$ cat config.mk
export PLATFORM = sky130hd
export DESIGN_NAME = hbus_arbiter
export DESIGN_NICKNAME = d
export VERILOG_FILES = /design/src/rtl/hbus_pkg.sv /design/src/rtl/hbus_prio_sel.sv /design/src/rtl/hbus_addr_mux.sv /design/src/rtl/hbus_rd_route.sv /design/src/rtl/hbus_proto_mon.sv /design/src/rtl/hbus_arbiter.sv
export SDC_FILE = /design/constraint.sdc
export NUM_CORES = 1
export LEC_CHECK = 0
export ABC_AREA = 1
export BUFFER_PORTS_ARGS = -buffer_cell sky130_fd_sc_hd__buf_2
export CORE_AREA = 2 2 125 127
export DETAILED_ROUTE_END_ITERATION = 6
export DIE_AREA = 0 0 127 129
export SETUP_SLACK_MARGIN = 0.1
export SLEW_MARGIN = 10
export SYNTH_ARGS = -nofsm -noshare
export SYNTH_HDL_FRONTEND = slang
export SYNTH_HIERARCHICAL = 1
export SYNTH_SLANG_ARGS = --single-unit
$ cat constraint.sdc
create_clock -name clk -period 1.45 [get_ports clk]
set_input_delay 0.145 -clock clk [delete_from_list [all_inputs] [get_ports clk]]
set_output_delay 0.145 -clock clk [all_outputs]
set_load 0.005 [all_outputs]
$ cat src/rtl/hbus_pkg.sv
package hbus_pkg;
   // access kinds; the index is the priority rank (0 is highest)
   localparam int NKIND = 5;
   localparam int K_DWR = 0;
   localparam int K_PWR = 1;
   localparam int K_DRD = 2;
   localparam int K_PRD = 3;
   localparam int K_FET = 4;

   typedef logic [NKIND-1:0] kind_vec_t;
endpackage

$ cat src/rtl/hbus_prio_sel.sv
module hbus_prio_sel #(
   parameter int N = 5
) (
   input  logic         clk,
   input  logic         rst_n,
   input  logic [N-1:0] req,
   output logic [N-1:0] gnt
);
   logic [N:0] blk;

   assign blk[0] = 1'b0;
   generate
      for (genvar i = 0; i < N; i++) begin : g_rank
         assign gnt[i]   = req[i] & ~blk[i];
         assign blk[i+1] = blk[i] | req[i];
      end
   endgenerate

   assert_onehot_grant_R1: assert property (@(posedge clk) disable iff (!rst_n)
      $onehot0(gnt));
   assert_grant_when_req_R1: assert property (@(posedge clk) disable iff (!rst_n)
      (|req) |-> ($countones(gnt) == 1));
   assert_grant_only_req_R2: assert property (@(posedge clk) disable iff (!rst_n)
      ((gnt & ~req) == '0));
endmodule

$ cat src/rtl/hbus_addr_mux.sv
module hbus_addr_mux
   import hbus_pkg::*;
#(
   parameter int PA_W = 22,
   parameter int SA_W = 32,
   parameter int DW   = 32
) (
   input  kind_vec_t       gnt,
   input  logic [PA_W-1:0] pb_addr,
   input  logic [DW-1:0]   pb_wdata,
   input  logic [SA_W-1:0] dr_addr,
   input  logic [SA_W-1:0] dw_addr,
   input  logic [DW-1:0]   dw_wdata,
   output logic            slv_en,
   output logic            slv_we,
   output logic [SA_W-1:0] slv_addr,
   output logic [DW-1:0]   slv_wdata
);
   logic [SA_W-1:0] pb_ext;

   always_comb begin
      pb_ext             = '0;
      pb_ext[PA_W-1:0]   = pb_addr;
   end

   always_comb begin
      slv_en    = |gnt;
      slv_we    = gnt[K_DWR] | gnt[K_PWR];
      slv_addr  = '0;
      slv_wdata = '0;
      if (gnt[K_DWR]) begin
         slv_addr  = dw_addr;
         slv_wdata = dw_wdata;
      end else if (gnt[K_PWR]) begin
         slv_addr  = pb_ext;
         slv_wdata = pb_wdata;
      end else if (gnt[K_DRD]) begin
         slv_addr  = dr_addr;
      end else if (gnt[K_PRD] | gnt[K_FET]) begin
         slv_addr  = pb_ext;
      end
   end
endmodule

$ cat src/rtl/hbus_rd_route.sv
module hbus_rd_route
   import hbus_pkg::*;
#(
   parameter int DW        = 32,
   parameter bit ZERO_IDLE = 1'b1
) (
   input  logic          clk,
   input  logic          rst_n,
   input  kind_vec_t     gnt,
   input  logic [DW-1:0] slv_rdata,
   output logic          pb_rvalid,
   output logic [DW-1:0] pb_rdata,
   output logic          dr_rvalid,
   output logic [DW-1:0] dr_rdata
);
   logic own_pb_q;
   logic own_dr_q;

   always_ff @(posedge clk) begin
      if (!rst_n) begin
         own_pb_q <= 1'b0;
         own_dr_q <= 1'b0;
      end else begin
         own_pb_q <= gnt[K_PRD] | gnt[K_FET];
         own_dr_q <= gnt[K_DRD];
      end
   end

   assign pb_rvalid = own_pb_q;
   assign dr_rvalid = own_dr_q;

   generate
      if (ZERO_IDLE) begin : g_gated
         assign pb_rdata = own_pb_q ? slv_rdata : '0;
         assign dr_rdata = own_dr_q ? slv_rdata : '0;
      end else begin : g_open
         assign pb_rdata = slv_rdata;
         assign dr_rdata = slv_rdata;
      end
   endgenerate

   assert_single_owner_R6: assert property (@(posedge clk) disable iff (!rst_n)
      !(pb_rvalid && dr_rvalid));
   assert_dr_return_R6: assert property (@(posedge clk) disable iff (!rst_n)
      gnt[K_DRD] |=> dr_rvalid);
   assert_pb_return_R6: assert property (@(posedge clk) disable iff (!rst_n)
      (gnt[K_PRD] || gnt[K_FET]) |=> pb_rvalid);
   assert_no_write_return_R6: assert property (@(posedge clk) disable iff (!rst_n)
      (gnt[K_DWR] || gnt[K_PWR]) |=> !(pb_rvalid || dr_rvalid));
endmodule

$ cat src/rtl/hbus_proto_mon.sv
module hbus_proto_mon
   import hbus_pkg::*;
(
   input  logic      clk,
   input  logic      rst_n,
   input  kind_vec_t req,
   output logic      proto_err
);
   logic bad_pair;
   logic err_q;

   assign bad_pair = (req[K_DWR] & req[K_PWR]) | (req[K_PRD] & req[K_FET]);

   always_ff @(posedge clk) begin
      if (!rst_n) err_q <= 1'b0;
      else        err_q <= err_q | bad_pair;
   end

   assign proto_err = err_q;

   assert_err_sticky_R7: assert property (@(posedge clk) disable iff (!rst_n)
      proto_err |=> proto_err);
   assert_err_on_pair_R7: assert property (@(posedge clk) disable iff (!rst_n)
      ((req[K_DWR] && req[K_PWR]) || (req[K_PRD] && req[K_FET])) |=> proto_err);
endmodule

$ cat src/rtl/hbus_arbiter.sv
module hbus_arbiter
   import hbus_pkg::*;
#(
   parameter int PA_W      = 22,
   parameter int SA_W      = 32,
   parameter int DW        = 32,
   parameter bit ZERO_IDLE = 1'b1
) (
   input  logic            clk,
   input  logic            rst_n,
   input  logic            pb_fetch_req,
   input  logic            pb_read_req,
   input  logic            pb_write_req,
   input  logic [PA_W-1:0] pb_addr,
   input  logic [DW-1:0]   pb_wdata,
   output logic            pb_ready,
   output logic            pb_rvalid,
   output logic [DW-1:0]   pb_rdata,
   input  logic            dr_req,
   input  logic [SA_W-1:0] dr_addr,
   output logic            dr_ready,
   output logic            dr_rvalid,
   output logic [DW-1:0]   dr_rdata,
   input  logic            dw_req,
   input  logic [SA_W-1:0] dw_addr,
   input  logic [DW-1:0]   dw_wdata,
   output logic            dw_ready,
   output logic            slv_en,
   output logic            slv_we,
   output logic [SA_W-1:0] slv_addr,
   output logic [DW-1:0]   slv_wdata,
   input  logic [DW-1:0]   slv_rdata,
   output logic            proto_err
);
   generate
      if (PA_W > SA_W) begin : g_bad_width
         $error("program address wider than slave address");
      end
      if (PA_W < 1 || DW < 1) begin : g_bad_size
         $error("widths must be positive");
      end
   endgenerate

   kind_vec_t req;
   kind_vec_t gnt;

   always_comb begin
      req        = '0;
      req[K_DWR] = dw_req;
      req[K_PWR] = pb_write_req;
      req[K_DRD] = dr_req;
      req[K_PRD] = pb_read_req;
      req[K_FET] = pb_fetch_req;
   end

   hbus_prio_sel #(.N(NKIND)) u_sel (
      .clk   (clk),
      .rst_n (rst_n),
      .req   (req),
      .gnt   (gnt)
   );

   hbus_addr_mux #(.PA_W(PA_W), .SA_W(SA_W), .DW(DW)) u_mux (
      .gnt       (gnt),
      .pb_addr   (pb_addr),
      .pb_wdata  (pb_wdata),
      .dr_addr   (dr_addr),
      .dw_addr   (dw_addr),
      .dw_wdata  (dw_wdata),
      .slv_en    (slv_en),
      .slv_we    (slv_we),
      .slv_addr  (slv_addr),
      .slv_wdata (slv_wdata)
   );

   hbus_rd_route #(.DW(DW), .ZERO_IDLE(ZERO_IDLE)) u_rd (
      .clk       (clk),
      .rst_n     (rst_n),
      .gnt       (gnt),
      .slv_rdata (slv_rdata),
      .pb_rvalid (pb_rvalid),
      .pb_rdata  (pb_rdata),
      .dr_rvalid (dr_rvalid),
      .dr_rdata  (dr_rdata)
   );

   hbus_proto_mon u_mon (
      .clk       (clk),
      .rst_n     (rst_n),
      .req       (req),
      .proto_err (proto_err)
   );

   assign pb_ready = gnt[K_PWR] | gnt[K_PRD] | gnt[K_FET];
   assign dr_ready = gnt[K_DRD];
   assign dw_ready = gnt[K_DWR];

   assert_dw_wins_R2: assert property (@(posedge clk) disable iff (!rst_n)
      dw_req |-> (dw_ready && !dr_ready && slv_we));
   assert_ready_exclusive_R5: assert property (@(posedge clk) disable iff (!rst_n)
      $onehot0({pb_ready, dr_ready, dw_ready}));
   assert_en_matches_req_R1: assert property (@(posedge clk) disable iff (!rst_n)
      slv_en == (dw_req || dr_req || pb_fetch_req || pb_read_req || pb_write_req));
   assert_rst_clear_R8: assert property (@(posedge clk)
      $past(!rst_n) |-> !(proto_err || pb_rvalid || dr_rvalid));
endmodule

==> After elaboration in Yosys (flattened, before gate mapping) <==
Cells that the tools add are included.
{ "totals": {"reg_bits": 3, "word_cells": 31} }
{ "classes": {"n_bitwise": 19, "muxes": 8, "reduce_logical": 1} }
{ "ops": {"columns": ["op", "count"], "rows": [
  ["$mux W32", 7],
  ["$mux W22", 1],
  ["$or A1 B1 Y1", 9],
  ["$and A1 B1 Y1", 6],
  ["$reduce_or A5 Y1", 1],
  ["$not A1 Y1", 4]
]} }

==> Longest topological paths before layout <==
Gate-level depths: netlist of the first run.
{ "logic_depth": {"ltp_word": 10, "mapped_depth": 10} }

==> By module <==
The synthesis of the first run kept the hierarchy.
{ "modules_own_cells": {"columns": ["mod", "cells_each", "area_each_um2", "seq_area_each_um2", "n_inst"], "rows": [
  ["hbus_addr_mux", 290, 1194.9, 0.0, 1],
  ["hbus_rd_route", 141, 606.8, 40.0, 1],
  ["hbus_prio_sel", 11, 46.3, 0.0, 1],
  ["hbus_proto_mon", 7, 43.8, 20.0, 1],
  ["hbus_arbiter", 3, 11.3, 0.0, 1]
]} }

==> Least setup slack after synthesis of the first run <==
Ideal clock, no wire load.
{ "synth_timing": {"path_type": "input-to-output", "from": "in pb_write_req", "to": "out slv_addr[10]", "cell_stages": 7, "path_slack_ns": 0.090, "t_arrival_ns": 1.215, "cell_sequence": "nor3_1 > nand2_1 > buf_4 > nand2_1 > nand2_1 > nand2_1 > nand2_1"} }
{ "synth_between": {"elab_chain_cells": 10} }
{ "synth_rtl": {"columns": ["element", "line", "text"], "rows": [
  ["start, declared", "hbus_arbiter.sv:13", "input logic pb_write_req,"],
  ["$or A1 B1 Y1 (3 in series)", "hbus_prio_sel.sv:15", "assign blk[i+1] = blk[i] | req[i];"],
  ["$not A1 Y1", "hbus_prio_sel.sv:14", "assign gnt[i] = req[i] & ~blk[i];"],
  ["$and A1 B1 Y1", "hbus_prio_sel.sv:14", null],
  ["$or A1 B1 Y1", "hbus_addr_mux.sv:39", "end else if (gnt[K_PRD] | gnt[K_FET]) begin"],
  ["$mux W22", "hbus_addr_mux.sv:39", null],
  ["$mux W32", "hbus_addr_mux.sv:37", "end else if (gnt[K_DRD]) begin"],
  ["$mux W32 (*)", "hbus_addr_mux.sv:34", "end else if (gnt[K_PWR]) begin"],
  ["$mux W32 (*)", "hbus_addr_mux.sv:31", "if (gnt[K_DWR]) begin"],
  ["end, declared", "hbus_arbiter.sv:30", "output logic [SA_W-1:0] slv_addr,"]
]} }
Mark *: on every way between the ends. The rest lies on a longest branch, timed or not.

==> Worst setup path in the final report of the first run <==
{ "layout_timing": {"from": "in pb_write_req", "to": "out slv_addr[15]"} }
{ "layout_between": {"elab_chain_cells": 10} }
{ "layout_rtl": {"columns": ["element", "line", "text"], "rows": [
  ["$or A1 B1 Y1 (3 in series)", "hbus_prio_sel.sv:15", null],
  ["$not A1 Y1", "hbus_prio_sel.sv:14", null],
  ["$and A1 B1 Y1", "hbus_prio_sel.sv:14", null],
  ["via gnt[4]", "hbus_arbiter.sv:45", "kind_vec_t gnt;"],
  ["$or A1 B1 Y1", "hbus_addr_mux.sv:39", null],
  ["$mux W22", "hbus_addr_mux.sv:39", null],
  ["$mux W32", "hbus_addr_mux.sv:37", null],
  ["$mux W32", "hbus_addr_mux.sv:34", null],
  ["$mux W32", "hbus_addr_mux.sv:31", null]
]} }
The timed path passes the listed nets, and every way through them passes these cells.

==> results.py, run 1 <==
metrics = {
    "logic_synthesis": {
        "synth_fp_nets": 641,
        "syn_area_per_cell_um2": 4.21,
        "ys_seq_elements": 3,
        "ys_seq_area_share_pct": 3.16,
        "yosysWarnings": 6,
        "syn_inst": 452,
        "synth_cell_types": 15,
        "syn_area_um2": 1900,
    },
    "setup_path": {
        "critPathKind": "in -> out",
        "startpoint_type": "input pin",
        "path_max_fanout": 5,
        "worstPathRequired_ns": 1.31,
        "arrival_ns": 1.37,
        "endpoint_kind": "output port",
    },
    "cts": {
        "path_clk_slew_ns": 0.03,
        "clkSinkCount": 3,
        "cts_tree": "done",
        "insertion_delay_ns": 0.22,
        "h-tree-depth": 1,
        "cts_buffers": 3,
        "clockBufferDepth": 2,
        "cts_hold_buf": 0,
        "clock-root-buffer": "clkbuf_16",
    },
    "timing": {
        "layout_setup_ws_ns": -0.0623,
        "period_share_pct": 104,
        "period_needed_ns": 1.51,
        "setup_viol": 22,
        "slew_headroom_pct": 76.1,
        "skew_ns": 0,
        "slew_violations": 0,
        "hold_viol_final": 0,
        "rsz0062_at_grt": "yes",
        "worst_slew_pin_slew_ns": 0.359,
        "max_freq_mhz": 661,
    },
    "cells_and_area": {
        "fillers": 1736,
        "drive_gt1_share_pct": 48.0,
        "n_antenna_cell": 0,
        "ff_latch_area_um2": 60.1,
        "synthToLayoutAreaGrowth_pct": 116,
        "final_util_pct": 27.4,
        "multi_input_area_um2": 1410,
        "final_common_cell": "buf_2",
        "nets": 972,
        "final_area_um2": 4110,
        "final_cell_mix": "322 x buf_2, 286 x nand2_1, 70 x inv_1",
    },
    "drt": {
        "drt-met1-wl_um": 4540,
        "drc": 0,
        "wl_met2_um": 6370,
        "antenna_left": 0,
        "via_per_inst": 3.87,
        "dr_total_vias": 3753,
        "drt_iter0_markers": 111,
        "wl_met3_um": 1150,
        "routed_wl_um": 12100,
        "highest_layer": "met4",
        "dr.pass1.iters": 4,
        "routedWlPerCell_um": 12.5,
    },
    "power": {
        "vdd_drop_max_mv": 0.400,
        "p_leak_uw": 0.00319,
        "power_density_nw_per_um2": 356,
    },
    "hold_path": {
        "hold_class": "in -> reg",
    },
    "global_route": {
        "grt_usage_pct": 12.3,
        "grt_max_degree": 51,
        "first_global_vias": 3360,
        "grt_pass1_wl_um": 16400,
        "gr-total-overflow": 0,
        "antenna_found_initial": 0,
    },
    "floorplanning": {
        "start_util_pct": 12.7,
        "num_rows": 45,
        "dieWidth_um": 127,
        "io_pins": 325,
        "core_um2": 15000,
        "die_h_um": 129,
        "die_area_um2": 16400,
    },
    "placed_design": {
        "placed_cell_area_um2": 3800,
        "hpwl_um": 9680,
        "place.gp.congestion": 0.791,
        "portBuffers": 324,
    },
    "run_status": {
        "failed_checks": "setup timing",
        "status": "finished, violations left",
    },
    "flow_run": {
        "cap_violations": 0,
    },
}
-- cells by family (layout without fill, tap and decap cells) --
group	after synthesis	after routing	share of synthesized area (%)
AND/OR/NAND/NOR	344	344	71.3
buffers and inverters	104	434	25.0
flip-flops	3	3	3.16
AO/OA/AOI/OAI	1	1	0.460
-- timing repair --
action	CTS	global route
setup buffers	0	6
pin swaps	1	2
cloned	0	5
resized for setup	9	16
endpoints found under the setup margin	49	32
-- registers in the layout (all words and copies together), names as in the netlist --
| name | flops |
|---|---|
| u_mon/proto_err | 1 |
| u_rd/dr_rvalid | 1 |
| u_rd/pb_rvalid | 1 |
-- per-stage QoR --
stage                     setup slack (ns)  hold WS, ns  cells  TNS, ns  power (µW)
after floorplan                      0.284        0.238    452        0         424
after global placement            -0.00810        0.366    955  -0.0271         949
after detailed placement           -0.0183        0.368    955  -0.0253         952
after CTS                           0.0309        0.143    959        0        1410
after global routing                -0.109        0.169    970    -2.45        1590
final                              -0.0623        0.148    970   -0.817        1460
-- synthesized netlist by cell type, drive strengths merged --
master  number  area [µm²]
inv         75         282
clkbuf       4        15.0
a21oi        1        8.76
buf         25         180
dfxtp        3        60.1
nor3         1        5.00
nand2      289        1080
nand3       44         220
nor2        10        47.6
-- worst max-delay path: stages --
cell and delay [ns]:
buf_6 0.11, nor2_2 0.13, nand2_2 0.12, nor2_4 0.11
nor2_2 0.06, a21oi_2 0.15, buf_6 0.16, clkbuf_16 0.16
nand2_1 0.06, nand2_1 0.06, buf_2 0.10
-- final timing paths --
kind,startpoint,to,slack (ns),cells past startpoint
worst max-delay path,pb_write_req,slv_addr[15],-0.06,11
worst min-delay path,rst_n,u_rd/dr_rvalid$_SDFF_PN0_,0.15,3
worst min register to register,u_mon/proto_err$_SDFF_PN0_,u_mon/proto_err$_SDFF_PN0_,0.56,4
worst max register to register,u_mon/proto_err$_SDFF_PN0_,u_mon/proto_err$_SDFF_PN0_,0.83,4
-- power breakdown --
| group | internal [µW] | leakage [µW] | total, µW | switching, µW |
|---|---|---|---|---|
| Sequential | 87.0 | 0.0000246 | 89.6 | 2.59 |
| Combinational | 479 | 0.00313 | 930 | 451 |
| Clock | 363 | 0.0000382 | 441 | 77.9 |
-- per-layer routing --
metal	up-vias	track usage, %
met2	205	24.4
li1	1964	-
met3	4	2.58
met1	1580	13.9
met4	0	1.10
met5	-	0
-- layout make-up --
type,instances,share of cell area [%]
multi-input cells,345,34.4
well taps,188,5.73
clock buffers,4,1.92
inverters,75,6.86
flip-flops and latches,3,1.46
repair buffers,355,49.6
No activity file was read; power rests on OpenSTA's default activity.
==> run 2, diff against run 1 <==
clock period = 1.7 ns   (was 1.45 ns; I/O delays follow)
==> run 2 against run 1 <==
Against the previous run: the run now ends clean; sequential power fell by 16%; global-route usage rose by 0.36 points; wire length fell by 1.1%; hold slack improved by 0.021 ns; die area did not move; setup slack improved by 0.24 ns; largest power group unchanged; highest routed layer unchanged.
==> results.py, run 2 (synthesis gave the netlist of run 1 again) <==
metrics = {
    "cells_and_area": {
        "final_cell_mix": "320 x buf_2, 285 x nand2_1, 70 x inv_1",
        "final_util_pct": 27.2,
        "final_cells": 963,
        "final_common_cell": "buf_2",
        "drive_gt1_share_pct": 47.5,
        "synthToLayoutAreaGrowth_pct": 114,
        "final_area_um2": 4070,
        "nets": 964,
    },
    "cts": {
        "insertion_delay_ns": 0.22,
        "clockBufferDepth": 2,
        "clock-root-buffer": "clkbuf_16",
        "clkSinkCount": 3,
        "h-tree-depth": 1,
        "cts_buffers": 3,
        "cts_tree": "done",
        "path_clk_slew_ns": 0.03,
        "cts_hold_buf": 0,
    },
    "timing": {
        "worst_slew_pin_slew_ns": 0.512,
        "max_freq_mhz": 655,
        "period_share_pct": 89.8,
        "slew_headroom_pct": 65.9,
        "finalSetupTns_ns": 0,
        "hold_viol_final": 0,
        "setup_viol": 0,
        "skew_ns": 0,
        "slew_violations": 0,
        "period_needed_ns": 1.53,
        "rsz0062_at_grt": "yes",
    },
    "flow_run": {
        "cap_violations": 0,
    },
    "power": {
        "vdd_drop_max_mv": 0.243,
        "p_leak_uw": 0.00317,
        "power_density_nw_per_um2": 302,
    },
    "drt": {
        "routed_wl_um": 12000,
        "antenna_left": 0,
        "drc": 0,
        "dr_total_vias": 3777,
        "drt_iter0_markers": 118,
        "via_per_inst": 3.92,
        "routedWlPerCell_um": 12.4,
        "dr.pass1.iters": 4,
    },
    "setup_path": {
        "path_max_fanout": 5,
        "worstPathRequired_ns": 1.53,
        "startpoint_type": "input pin",
        "arrival_ns": 1.36,
        "critPathKind": "in -> out",
        "endpoint_kind": "output port",
    },
    "floorplanning": {
        "die_area_um2": 16400,
        "dieWidth_um": 127,
        "start_util_pct": 12.7,
        "core_um2": 15000,
        "num_rows": 45,
        "io_pins": 325,
        "die_h_um": 129,
    },
    "placed_design": {
        "hpwl_um": 9850,
        "place.gp.congestion": 0.805,
        "portBuffers": 324,
        "placed_cell_area_um2": 3750,
        "dp.cells": 949,
    },
    "global_route": {
        "grt_usage_pct": 12.6,
        "grt_pass1_wl_um": 16600,
        "antenna_found_initial": 1,
        "first_global_vias": 3337,
        "gr-total-overflow": 0,
        "grt_max_degree": 46,
    },
    "run_status": {
        "status": "complete, no violations",
    },
    "hold_path": {
        "hold_class": "in -> reg",
    },
}
-- run 2: metrics by stage --
step / setup slack [ns] / hold WS (ns) / total power, µW
floorplan: 0.290 / 0.263 / 361
global placement: 0.0994 / 0.401 / 804
detailed placement: 0.110 / 0.400 / 810
CTS: 0.163 / 0.172 / 1190
global route: 0.0690 / 0.186 / 1340
finish: 0.174 / 0.169 / 1230
-- run 2: path summary, 6_finish.rpt --
check                             start                         end  slack, ns  cells past startpoint
max reg2reg  u_mon/proto_err$_SDFF_PN0_  u_mon/proto_err$_SDFF_PN0_       1.08                      4
min                               rst_n   u_rd/dr_rvalid$_SDFF_PN0_       0.17                      3
min reg2reg  u_mon/proto_err$_SDFF_PN0_  u_mon/proto_err$_SDFF_PN0_       0.56                      4
max                        pb_write_req                slv_addr[18]       0.17                     12
-- run 2: cell type report --
type	instances	area [µm²]
antenna	1	2.50
multi-input combinational	345	1440
fill	1755	10900
sequential	3	60.1
timing repair buffer	347	1970
inverter	75	284
tap	188	235
clock buffer	4	78.8
-- run 2: what timing repair did --
| item | in CTS | in global routing |
|---|---|---|
| setup buffers | 0 | 4 |
| gates cloned | 0 | 5 |
| pin swaps | 0 | 13 |
| setup endpoints to repair | 2 | 22 |
| gates resized for setup | 1 | 31 |
-- run 2: worst max-delay path: stages --
cell       delay [ns]
buf_6            0.11
nor3_4           0.19
buf_6            0.13
inv_2            0.04
nor2_4           0.11
buf_12           0.15
clkbuf_16        0.14
nand2_1          0.04
nand2_1          0.05
nand2_1          0.05
nand2_1          0.05
buf_2            0.11
-- run 2: where the power goes --
part | switching, µW | internal [µW] | total [µW]
combinational | 385 | 397 | 783
clock | 63.2 | 309 | 373
sequential | 1.40 | 74.2 | 75.6
-- run 2: layer usage --
layer	GRT usage, %	vias up	wire (µm)
li1	-	1949	-
met1	14.3	1607	4730
met2	24.5	215	6080
met3	2.33	6	1040
met4	2.84	0	133
met5	0	-	0
==> run 3, diff against run 2 <==
RECOVER_POWER = 50   (was not set)
==> run 3 against run 2 <==
Against the previous run: via count fell by 0.53%; register-to-register slack about the same; sequential power is essentially flat; sequential share of layout area barely moved; maximum frequency rose by 0.12%; die area did not move; power shrank 0.31%; global-route usage did not move; largest power group unchanged.
==> results.py, run 3 (synthesis gave the netlist of run 1 again) <==
metrics = {
    "run_status": {
        "status": "complete, no violations",
    },
    "floorplanning": {
        "io_pins": 325,
        "num_rows": 45,
        "die_h_um": 129,
        "start_util_pct": 12.7,
        "die_area_um2": 16400,
        "core_um2": 15000,
        "dieWidth_um": 127,
    },
    "cts": {
        "clockBufferDepth": 2,
        "path_clk_slew_ns": 0.03,
        "h-tree-depth": 1,
        "cts_tree": "done",
        "insertion_delay_ns": 0.22,
        "cts_buffers": 3,
        "clock-root-buffer": "clkbuf_16",
        "clkSinkCount": 3,
        "cts_hold_buf": 0,
    },
    "cells_and_area": {
        "final_area_um2": 4040,
        "multi_input_area_um2": 1440,
        "nets": 964,
        "final_common_cell": "buf_2",
        "final_cell_mix": "295 x buf_2, 285 x nand2_1, 70 x inv_1",
        "drive_gt1_share_pct": 44.3,
        "fillers": 1773,
        "ff_latch_area_um2": 60.1,
        "synthToLayoutAreaGrowth_pct": 112,
    },
    "setup_path": {
        "crit_chain": "buf_6 -> nor3_4 -> buf_6 -> inv_2 -> nor2_4 -> buf_12 -> clkbuf_16 -> nand2_1 -> nand2_1 -> nand2_1 -> nand2_1 -> buf_2",
        "worstPathRequired_ns": 1.53,
        "r2r_setup_slack_ns": 1.07,
        "arrival_ns": 1.35,
        "cpMaxStageDelayCell": "nor3_4",
        "slowest_delay_ns": 0.19,
        "critPathKind": "in -> out",
        "startpoint_type": "input pin",
        "cp_common_cell": "nand2_1",
        "path_max_fanout": 5,
        "endpoint_kind": "output port",
    },
    "timing": {
        "period_needed_ns": 1.52,
        "slew_headroom_pct": 59.3,
        "setup_viol": 0,
        "rsz0062_at_grt": "yes",
        "worst_slew_pin_slew_ns": 0.611,
        "hold_viol_final": 0,
        "finalSetupTns_ns": 0,
        "period_share_pct": 89.6,
        "skew_ns": 0,
        "slew_violations": 0,
        "max_freq_mhz": 656,
    },
    "flow_run": {
        "cap_violations": 0,
    },
    "power": {
        "pwr-share-seq_pct": 6.2,
        "power.internal_uw": 777,
        "vdd_drop_max_mv": 0.243,
        "p_leak_uw": 0.00306,
        "switchingPower_uw": 450,
        "p_comb_share_pct": 63.5,
        "clock_power_share_pct": 30.4,
        "swShare_pct": 36.7,
        "power_density_nw_per_um2": 304,
    },
    "placed_design": {
        "hpwl_um": 9850,
        "place.gp.congestion": 0.805,
        "portBuffers": 324,
        "placed_cell_area_um2": 3750,
    },
    "drt": {
        "drc": 0,
        "routed_wl_um": 12000,
        "dr.pass1.iters": 4,
        "antenna_left": 0,
        "drt_iter0_markers": 119,
        "routedWlPerCell_um": 12.5,
        "via_per_inst": 3.90,
        "dr_total_vias": 3757,
    },
    "global_route": {
        "gr-total-overflow": 0,
        "grt_pass1_wl_um": 16600,
        "antenna_found_initial": 1,
        "grt_max_degree": 46,
        "first_global_vias": 3337,
        "grt_usage_pct": 12.6,
    },
    "hold_path": {
        "hold_class": "in -> reg",
    },
}
[run 3: changes by cell type in the layout (fill, tap and decap cells not counted)]
cell / change
buf_2: -25
clkbuf_1: +25
buf_4: -3
clkbuf_2: +2
clkbuf_4: +1
[run 3: through the flow]
step	utilization, %	power, µW	cells	hold WS [ns]	setup slack (ns)
after global placement	25.1	804	949	0.401	0.0994
final	27.0	1230	963	0.170	0.176
after detailed placement	25.1	810	949	0.400	0.110
after floorplan	-	361	452	0.263	0.290
after CTS	25.6	1190	953	0.172	0.163
after global routing	27.0	1330	963	0.186	0.0612
[run 3: layer usage]
layer  wire (µm)  vias up  GRT usage (%)
met5           0        -              0
met2        6060      209           24.5
met4         133        0           2.84
met3        1030        6           2.33
li1            -     1949              -
met1        4780     1593           14.3
[run 3: power groups by stage]
stage	clock [µW]	combinational, µW	sequential, µW
after floorplan	0	282	78.5
after global placement	0	728	76.2
after detailed placement	0	733	76.4
after CTS	379	737	75.6
after global routing	382	873	76.1
final	372	779	75.7
[run 3: timing repair]
action | in CTS | in global routing
buffers inserted | 0 | 4
gates resized for setup | 1 | 31
pin swaps | 0 | 13
setup endpoints to repair | 2 | 22
cloned | 0 | 5
[run 3: area by class of cell]
type                       count  share of cell area, %
inverter                      75                   7.04
clock buffer                   4                   1.95
timing repair buffer         347                   48.0
sequential                     3                   1.49
tap                          188                   5.83
antenna                        1                 0.0620
multi-input combinational    345                   35.6
[run 3: path summary, 6_finish.rpt]
kind	startpoint	depth (start not counted)	to
worst min-delay path	rst_n	3	u_rd/dr_rvalid$_SDFF_PN0_
worst max register to register	u_mon/proto_err$_SDFF_PN0_	4	u_mon/proto_err$_SDFF_PN0_
worst min register to register	u_mon/proto_err$_SDFF_PN0_	4	u_mon/proto_err$_SDFF_PN0_
worst max-delay path	pb_write_req	12	slv_addr[18]
[run 3: worst max-delay path: cells and delay by family]
family | cells | cell delay (ns)
buffers and inverters | 6 | 0.68
and+or+nand+nor | 6 | 0.49
